## config.mk

```make
export PLATFORM = sky130hd
export DESIGN_NAME = memerr_capture
export DESIGN_NICKNAME = d
export VERILOG_FILES = /design/src/rtl/memerr_pkg.sv /design/src/rtl/memerr_word_fmt.sv /design/src/rtl/memerr_slot.sv /design/src/rtl/memerr_regs.sv /design/src/rtl/memerr_capture.sv
export SDC_FILE = /design/constraint.sdc
export NUM_CORES = 1
export LEC_CHECK = 0
export ABC_AREA = 0
export BUFFER_PORTS_ARGS = -buffer_cell sky130_fd_sc_hd__buf_4
export CAP_MARGIN = 20
export CORE_ASPECT_RATIO = 1.2
export CORE_MARGIN = 10
export CORE_UTILIZATION = 40
export DETAILED_ROUTE_END_ITERATION = 10
export PLACE_DENSITY_LB_ADDON = 0.3
export SYNTH_ARGS = -nofsm -noshare
export SYNTH_HDL_FRONTEND = slang
export SYNTH_SLANG_ARGS = --single-unit
```

## constraint.sdc

```tcl
create_clock -name clk -period 1.8 [get_ports clk]
set_input_delay 0.09 -clock clk [delete_from_list [all_inputs] [get_ports clk]]
set_output_delay 0.09 -clock clk [all_outputs]
set_load 0.02 [all_outputs]
```

## src/rtl/memerr_pkg.sv

```systemverilog
package memerr_pkg;
  localparam int NUM_CLS = 3;
  localparam int WORD_W  = 32;

  typedef enum int {
    CLS_DEC  = 0,
    CLS_PAGE = 1,
    CLS_SEC  = 2
  } err_cls_e;

  localparam int OFS_INT_STAT  = 'h00;
  localparam int OFS_INT_MASK  = 'h04;
  localparam int OFS_SLOT_BASE = 'h10;
  localparam int SLOT_STRIDE   = 8;

  // Status word offset of a slot; its address register is 4 bytes above.
  function automatic int slot_word_ofs(int c);
    return OFS_SLOT_BASE + c * SLOT_STRIDE;
  endfunction
endpackage

```

## src/rtl/memerr_word_fmt.sv

```systemverilog
module memerr_word_fmt
  import memerr_pkg::*;
#(
  parameter int CLS   = CLS_DEC,
  parameter int CID_W = 6
) (
  input  logic [CID_W-1:0]  client,
  input  logic              wr,
  input  logic              kind,
  output logic [WORD_W-1:0] word
);
  generate
    if (CLS == CLS_DEC) begin : g_dec
      logic fmt_unused;
      assign fmt_unused = kind;
      always_comb begin
        word = '0;
        word[CID_W-1:0] = client;
        word[31] = wr;
      end
    end else if (CLS == CLS_PAGE) begin : g_page
      logic fmt_unused;
      assign fmt_unused = kind;
      always_comb begin
        word = '0;
        word[0] = wr;
        word[CID_W:1] = client;
      end
    end else begin : g_sec
      always_comb begin
        word = '0;
        word[CID_W-1:0] = client;
        word[30] = kind;
        word[31] = wr;
      end
    end
  endgenerate
endmodule

```

## src/rtl/memerr_slot.sv

```systemverilog
module memerr_slot
  import memerr_pkg::*;
#(
  parameter int ADDR_W = 32
) (
  input  logic              clk,
  input  logic              rst,
  input  logic              err_vld,
  input  logic [WORD_W-1:0] err_word,
  input  logic [ADDR_W-1:0] err_addr,
  input  logic              clr,
  output logic              pend_o,
  output logic [WORD_W-1:0] word_o,
  output logic [ADDR_W-1:0] addr_o
);
  logic take;

  // A free slot, or one being released this cycle, accepts the fault.
  assign take = err_vld && (!pend_o || clr);

  always_ff @(posedge clk) begin
    if (rst) begin
      pend_o <= 1'b0;
      word_o <= '0;
      addr_o <= '0;
    end else begin
      if (take) begin
        pend_o <= 1'b1;
        word_o <= err_word;
        addr_o <= err_addr;
      end else if (clr) begin
        pend_o <= 1'b0;
      end
    end
  end
endmodule

```

## src/rtl/memerr_regs.sv

```systemverilog
module memerr_regs
  import memerr_pkg::*;
#(
  parameter int REG_AW = 8,
  parameter int ADDR_W = 32
) (
  input  logic                           clk,
  input  logic                           rst,
  input  logic                           wr_en,
  input  logic                           rd_en,
  input  logic [REG_AW-1:0]              addr,
  input  logic [WORD_W-1:0]              wdata,
  input  logic [NUM_CLS-1:0]             pend,
  input  logic [NUM_CLS-1:0][WORD_W-1:0] words,
  input  logic [NUM_CLS-1:0][ADDR_W-1:0] addrs,
  output logic [NUM_CLS-1:0]             clr,
  output logic [NUM_CLS-1:0]             mask_o,
  output logic [WORD_W-1:0]              rdata,
  output logic                           irq_o
);
  logic [WORD_W-1:0] rd_mux;
  logic              wdata_unused;

  assign wdata_unused = ^wdata[WORD_W-1:NUM_CLS];
  assign clr = (wr_en && addr == REG_AW'(OFS_INT_STAT)) ? wdata[NUM_CLS-1:0] : '0;

  always_ff @(posedge clk) begin
    if (rst) begin
      mask_o <= '0;
    end else if (wr_en && addr == REG_AW'(OFS_INT_MASK)) begin
      mask_o <= wdata[NUM_CLS-1:0];
    end
  end

  always_comb begin
    rd_mux = '0;
    if (addr == REG_AW'(OFS_INT_STAT)) rd_mux[NUM_CLS-1:0] = pend;
    if (addr == REG_AW'(OFS_INT_MASK)) rd_mux[NUM_CLS-1:0] = mask_o;
    for (int c = 0; c < NUM_CLS; c++) begin
      if (addr == REG_AW'(slot_word_ofs(c)))     rd_mux = words[c];
      if (addr == REG_AW'(slot_word_ofs(c) + 4)) rd_mux = WORD_W'(addrs[c]);
    end
  end

  always_ff @(posedge clk) begin
    if (rst) begin
      rdata <= '0;
      irq_o <= 1'b0;
    end else begin
      if (rd_en) rdata <= rd_mux;
      irq_o <= |(pend & mask_o);
    end
  end
endmodule

```

## src/rtl/memerr_capture.sv

```systemverilog
module memerr_capture
  import memerr_pkg::*;
#(
  parameter int CID_W  = 6,
  parameter int ADDR_W = 32,
  parameter int REG_AW = 8
) (
  input  logic                           clk,
  input  logic                           rst,
  input  logic [NUM_CLS-1:0]             err_vld,
  input  logic [NUM_CLS-1:0][CID_W-1:0]  err_client,
  input  logic [NUM_CLS-1:0]             err_wr,
  input  logic [NUM_CLS-1:0][ADDR_W-1:0] err_addr,
  input  logic                           sec_kind,
  input  logic                           cfg_wr_en,
  input  logic                           cfg_rd_en,
  input  logic [REG_AW-1:0]              cfg_addr,
  input  logic [WORD_W-1:0]              cfg_wdata,
  output logic [WORD_W-1:0]              cfg_rdata,
  output logic                           irq_o
);
  logic [NUM_CLS-1:0]             pend_q;
  logic [NUM_CLS-1:0]             clr_vec;
  logic [NUM_CLS-1:0]             mask_q;
  logic [NUM_CLS-1:0][WORD_W-1:0] fmt_word;
  logic [NUM_CLS-1:0][WORD_W-1:0] slot_word;
  logic [NUM_CLS-1:0][ADDR_W-1:0] slot_addr;

  for (genvar c = 0; c < NUM_CLS; c++) begin : g_cls
    memerr_word_fmt #(.CLS(c), .CID_W(CID_W)) fmt_i (
      .client (err_client[c]),
      .wr     (err_wr[c]),
      .kind   (sec_kind),
      .word   (fmt_word[c])
    );
    memerr_slot #(.ADDR_W(ADDR_W)) slot_i (
      .clk      (clk),
      .rst      (rst),
      .err_vld  (err_vld[c]),
      .err_word (fmt_word[c]),
      .err_addr (err_addr[c]),
      .clr      (clr_vec[c]),
      .pend_o   (pend_q[c]),
      .word_o   (slot_word[c]),
      .addr_o   (slot_addr[c])
    );
  end

  memerr_regs #(.REG_AW(REG_AW), .ADDR_W(ADDR_W)) regs_i (
    .clk    (clk),
    .rst    (rst),
    .wr_en  (cfg_wr_en),
    .rd_en  (cfg_rd_en),
    .addr   (cfg_addr),
    .wdata  (cfg_wdata),
    .pend   (pend_q),
    .words  (slot_word),
    .addrs  (slot_addr),
    .clr    (clr_vec),
    .mask_o (mask_q),
    .rdata  (cfg_rdata),
    .irq_o  (irq_o)
  );
endmodule

```

==> results of run 1 <==
==> power by group through the flow <==
stage | Clock (mW) | Combinational (mW) | Sequential (mW)
floorplan | 0 | 0.501 | 3.86
global placement | 0 | 1.03 | 3.84
detailed placement | 0 | 1.04 | 3.84
CTS | 3.57 | 1.27 | 3.77
global route | 3.73 | 1.39 | 3.79
finish | 3.51 | 1.28 | 3.77
==> sequential cells by signal (all words and copies together) (netlist names) <==
signal and flops:
g_cls.slot_i.addr_o 96, g_cls.slot_i.pend_o 3, g_cls.slot_i.word_o 22, regs_i.irq_o 1, regs_i.mask_o 3, regs_i.rdata 32
==> critical path: cells and delay by family <==
family / cells / cell delay, ns
and+or+nand+nor: 2 / 0.29
AOI/OAI and AO/OA: 2 / 0.41
buffers and inverters: 3 / 0.99
==> area by class of cell <==
| cell class | count | area (sq um) |
|---|---|---|
| clock inverter | 11 | 118 |
| sequential | 157 | 3140 |
| fill | 1372 | 6170 |
| antenna | 1 | 2.50 |
| timing repair buffer | 321 | 2860 |
| clock buffer | 21 | 450 |
| tap | 212 | 265 |
| multi-input combinational | 565 | 3310 |
| inverter | 3 | 11.3 |
==> routing by layer <==
metal	vias up	part of all wire [%]
met5	-	0
met4	0	2.7
li1	3305	-
met1	3145	40
met3	51	5.9
met2	238	51
==> metrics by stage <==
stage / power (mW) / utilization (%)
6_report: 8.56 / 62.2
3_5_place_dp: 4.89 / 51.0
2_1_floorplan: 4.36 / -
3_3_place_gp: 4.87 / 51.0
4_1_cts: 8.61 / 62.2
5_1_grt: 8.91 / 62.2
==> synthesized netlist by cell type (all sizes together) (4+ instances only) <==
cell / n
nor2: 41
a21oi: 122
nand2: 241
dfxtp: 157
a22o: 26
nand3: 5
buf: 28
and2: 4
nor2b: 7
a22oi: 24
and3: 4
o22ai: 4
mux2: 4
a211oi: 25
clkbuf: 40
mux2i: 4
a311oi: 4
==> timing repair <==
action | in CTS | in global routing
setup buffers | 0 | 0
hold endpoints to repair | 124 | 0
hold buffers | 126 | 0
==> worst max path at each step <==
stage,endpoint,slack (ns)
floorplan,regs_i.rdata[0],0.31
global placement,regs_i.rdata[31],0.20
detailed placement,regs_i.rdata[27],0.17
CTS,g_cls[0].slot_i.pend_o,0.39
global route,g_cls[0].slot_i.pend_o,0.24
finish,g_cls[0].slot_i.addr_o[10],0.37
==> cells by family (layout without fill, tap and decap cells) <==
| logic type | after synthesis | count (layout) | synth area share, % |
|---|---|---|---|
| AND/OR/NAND/NOR | 318 | 318 | 20.1 |
| buffers and inverters | 71 | 356 | 4.93 |
| other | 0 | 1 | 0 |
| multiplexers | 11 | 11 | 2.28 |
| flip-flops | 157 | 157 | 46.9 |
| AO/OA/AOI/OAI | 236 | 236 | 25.8 |
==> results.tsv, run 1 <==
metric	value	unit
status	complete, no violations	
cts_buffers	17	
fin_crit_sh	79.3	%
worstMarginPinSlew	0.681	ns
syn2layout_area_growth	51.6	%
min_from	cfg_addr[5]	
die_width	138	um
clock_latency	0.44	ns
stdcell_count	1291	
die_h	162	um
r2r_setup_slack	0.38	ns
setup_tns	0	ns
io_buffers	168	
grt.met3_usage	5.40	%
netlist_area	6710	sq um
irDropWorstVdd	0.630	mV
initial_core_util	41.0	%
clkPwrFrac	41.0	%
final_cell_mix	nand2_1 (241), buf_4 (184), dfxtp_1 (157), dlygate4sd3_1 (126), a21oi_1 (122)	
cts_tree	yes	
clockBufferDepth	2	
final_common_cell	nand2_1	
placement.cell_area	8330	sq um
critPathLaunchType	primary input	
yosysSeqAreaShare	46.9	%
die_area	22400	sq um
ys_ff_latch	157	
synth_top_cell_area_share	46.9	%
period_needed	1.43	ns
r2r_start	g_cls[1].slot_i.pend_o	
max_freq	701	MHz
drive_gt1_share	26.3	%
clkTransAtPathRegs	0.06	ns
critPathKind	in2reg	
critPathLaunch	err_vld[0]	
fin_ws	0.373	ns
r2r_cells	4	
synthArstFlopShare	0	%
grt_pass1_vias	6958	
synth_ff_type	dfxtp_1	
grtUsageTotal	19.7	%
slowest_stage	dlygate4sd3_1	
whs	0.144	ns
drt-wirelength-per-cell	17.6	um
crit_chain	dlygate4sd3_1, buf_4, and2_1, a41oi_4, buf_4, nand2_1, a21oi_1	
grt_start_max_net_pins	62	
hold_violations	0	
final_area	10200	sq um
final-setup-viol-count	0	
synth_cell_types	47	
hold_end	regs_i.rdata[1]	
boundaryPins	198	
yosys.area.top_type	dfxtp_1	
place_inst	1132	
synth_enable_flop_cells	0	
syn_inst	793	
r2r-end	regs_i.rdata[1]	
use_met2	34.5	%
path_max_fanout	19	
avgSynthCellArea	8.46	sq um
antenna_found_initial	1	
hp-class	in2reg	
hold_depth	5	
dp_slack	0.172	ns
num_vias	6739	
global_route.overflow_total	0	
cts.sinks	157	
vias_per_cell	5.22	
cts-root-buf	clkbuf_16	
place_hpwl	14500	um
switching_power	2.17	mW
row_count	51	
syn_nets	958	
cts_resized	0	
busiest_layer	met2	
cp_slowest_stage_delay	0.54	ns
wl	22700	um
use_met1	21.7	%
first_pass_iters	5	
slew_headroom	54.6	%
swShare	25.3	%
gp_congestion	0.871	
drc	0	
htree_levels	4	
internal_power	6.39	mW
drt_iter0_drc	452	
comb_power_share	14.9	%
synthTopCellsByArea	dfxtp_1 (47%), nand2_1 (13%), a21oi_1 (9.1%)	
core-area	16300	sq um
maxCapViolCount	0	
maxSlewViolCount	0	
ant_nets	0	
path_common_cell	buf_4	
fin_skew	0.0125	ns
yosys_warnings	0	
leakagePower	4.01	nW
critPathCaptureType	flip-flop	
p_per_area	842	nW/um^2
grt_pass1_wl	36200	um
rsz0062_at_grt	false	
worstPathArrival	1.79	ns
final_nets	1230	
required	2.16	ns
seqPwrFrac	44.1	%
No activity file was read; power rests on OpenSTA's default activity.
==> run 2: changes to the inputs <==
==> constraint.sdc (replaced) <==
create_clock -name clk -period 1.15 [get_ports clk]
set_input_delay 0.0575 -clock clk [delete_from_list [all_inputs] [get_ports clk]]
set_output_delay 0.0575 -clock clk [all_outputs]
set_load 0.02 [all_outputs]
==> results.tsv, run 2 (same netlist as run 1, synthesis figures left out) <==
metric	value	unit	change
max_freq	751	MHz	
grt_start_max_net_pins	38		was 62
required	1.46	ns	was 2.16 ns
clockBufferDepth	2		unchanged
wl	28600	um	was 22,700 um
worstMarginPinSlew	0.437	ns	was 0.681 ns
largest_reg_flops	96		unchanged
gp_congestion	0.830		was 0.871
multi_input_area	4340	sq um	was 3310 sq um
placement.cell_area	8720	sq um	was 8330 sq um
row_count	51		unchanged
reg_top3	g_cls.slot_i.addr_o (96), regs_i.rdata (32), g_cls.slot_i.word_o (22)		unchanged
die_h	162	um	unchanged
cts-root-buf	clkbuf_16		unchanged
busiest_layer	met2		unchanged
violations	setup timing		
period_needed	1.33	ns	
hp-class	in2reg		unchanged
drive_gt1_share	50.0	%	was 26.3%
htree_levels	4		unchanged
fin_ws	-0.182	ns	was 0.373 ns
largest-register	g_cls.slot_i.addr_o		unchanged
slew_headroom	70.9	%	was 54.6%
final-setup-viol-count	124		was 0
crit_family	flip-flops		was buffers and inverters
ant_nets	0		unchanged
use_met2	40.9	%	was 34.5%
slowest_stage	dfxtp_1		was dlygate4sd3_1
maxSlewViolCount	0		unchanged
fin_crit_sh	116	%	
global_route.overflow_total	0		unchanged
boundaryPins	198		unchanged
clkTransAtPathRegs	0.06	ns	about the same
hold_violations	0		unchanged
grtUsageTotal	22.7	%	was 19.7%
critPathCaptureType	flip-flop		unchanged
final_nets	1296		was 1,230
use_met1	24.5	%	was 21.7%
drt_iter0_drc	481		was 452
place_hpwl	15500	um	was 14,500 um
first_pass_iters	7		was 5
status	finished, violations left		was complete, no violations
core-area	16300	sq um	unchanged
vias_per_cell	5.51		was 5.22
final_area	12200	sq um	was 10,200 sq um
p_per_area	1200	nW/um^2	was 842 nW/um^2
syn2layout_area_growth	81.7	%	was 51.6%
worstPathArrival	1.64	ns	was 1.79 ns
crit_buf_inv	0		was 3
drt-wirelength-per-cell	21.1	um	was 17.6 um
rsz0062_at_grt	true		was false
cts_buffers	17		unchanged
leakagePower	4.93	nW	was 4.01 nW
final_cell_mix	buf_4 (214), dfxtp_1 (146), nand2_1 (138), dlygate4sd3_1 (124), a21oi_2 (90)		was nand2_1 (241), buf_4 (184), dfxtp_1 (157), dlygate4sd3_1 (126), a21oi_1 (122)
grt_pass1_wl	41300	um	was 36,200 um
final_common_cell	buf_4		was nand2_1
maxCapViolCount	0		unchanged
crit_chain	mux4_2, nand3_1, and3_1, a2111oi_0		was dlygate4sd3_1, buf_4, and2_1, a41oi_4, buf_4, nand2_1, a21oi_1
critPathKind	reg2reg		was in2reg
fin_skew	0.00572	ns	was 0.0125 ns
fillCellCount	997		was 1,372
seqCellArea	3160	sq um	was 3140 sq um
num_vias	7454		was 6,739
grt_pass1_vias	7668		was 6,958
clock_latency	0.42	ns	was 0.44 ns
critPathLaunchType	flip-flop		was primary input
io_buffers	168		unchanged
initial_core_util	41.0	%	unchanged
irDropWorstVdd	1.32	mV	was 0.630 mV
path_max_fanout	2		was 19
die_area	22400	sq um	unchanged
whs	0.0230	ns	was 0.144 ns
drc	0		unchanged
cts.sinks	157		unchanged
die_width	138	um	unchanged
grt.met3_usage	5.19	%	was 5.40%
cp_slowest_stage_delay	0.38	ns	was 0.54 ns
cts_tree	yes		unchanged
antenna_found_initial	1		unchanged
## run 2: per-stage QoR
stage	power (mW)	setup slack, ns	setup TNS (ns)	utilization [%]	std cells
3_3_place_gp	7.74	-0.345	-40.12	53.4	1168
6_report	14.6	-0.182	-10.93	74.6	1354
4_1_cts	14.2	-0.159	-10.53	69.6	1344
5_1_grt	15.1	-0.215	-15.10	74.6	1354
2_1_floorplan	6.89	-0.185	-10.65	-	793
3_5_place_dp	7.77	-0.378	-40.99	53.4	1168
## run 2: final timing paths
kind | start | slack (ns) | endpoint | cells past startpoint
setup / recovery | g_cls[0].slot_i.addr_o[4] | -0.18 | regs_i.rdata[4] | 4
hold reg to reg | g_cls[2].slot_i.addr_o[29] | 0.45 | g_cls[2].slot_i.addr_o[29] | 2
hold / removal | cfg_wdata[2] | 0.02 | regs_i.mask_o[2] | 4
setup reg to reg | g_cls[0].slot_i.addr_o[4] | -0.18 | regs_i.rdata[4] | 4
## run 2: cell type report
cell class / instances / share of cell area (%)
Clock buffer: 22 / 3.97
Tap cell: 212 / 2.18
Multi-Input combinational cell: 565 / 35.6
Antenna cell: 1 / 0.0205
Sequential cell: 157 / 26.0
Inverter: 3 / 0.0924
Clock inverter: 7 / 0.924
Timing Repair Buffer: 387 / 31.2
## run 2: power by group
part           internal, mW  leakage [nW]  switching, mW
combinational          1.50          3.35           1.37
clock                  3.60         0.294           2.16
sequential             5.74          1.29          0.259
## run 2: worst min-delay path, cell delays in order
cell and delay (ns):
buf_4 0.10, buf_4 0.10, mux2i_1 0.07, nor2_1 0.08
## run 2: metal layers
metal	up-vias	share of wire, %
met5	-	0
met4	0	4.1
met3	81	5.9
met2	311	52
met1	3609	38
li1	3453	-
## run 2: repair_timing
item	in CTS	in global routing
endpoints found under the hold margin	124	0
buffers inserted	13	6
gates resized for setup	141	181
pin swaps	93	65
endpoints found under the setup margin	124	129
hold buffers	124	0
gates cloned	10	6
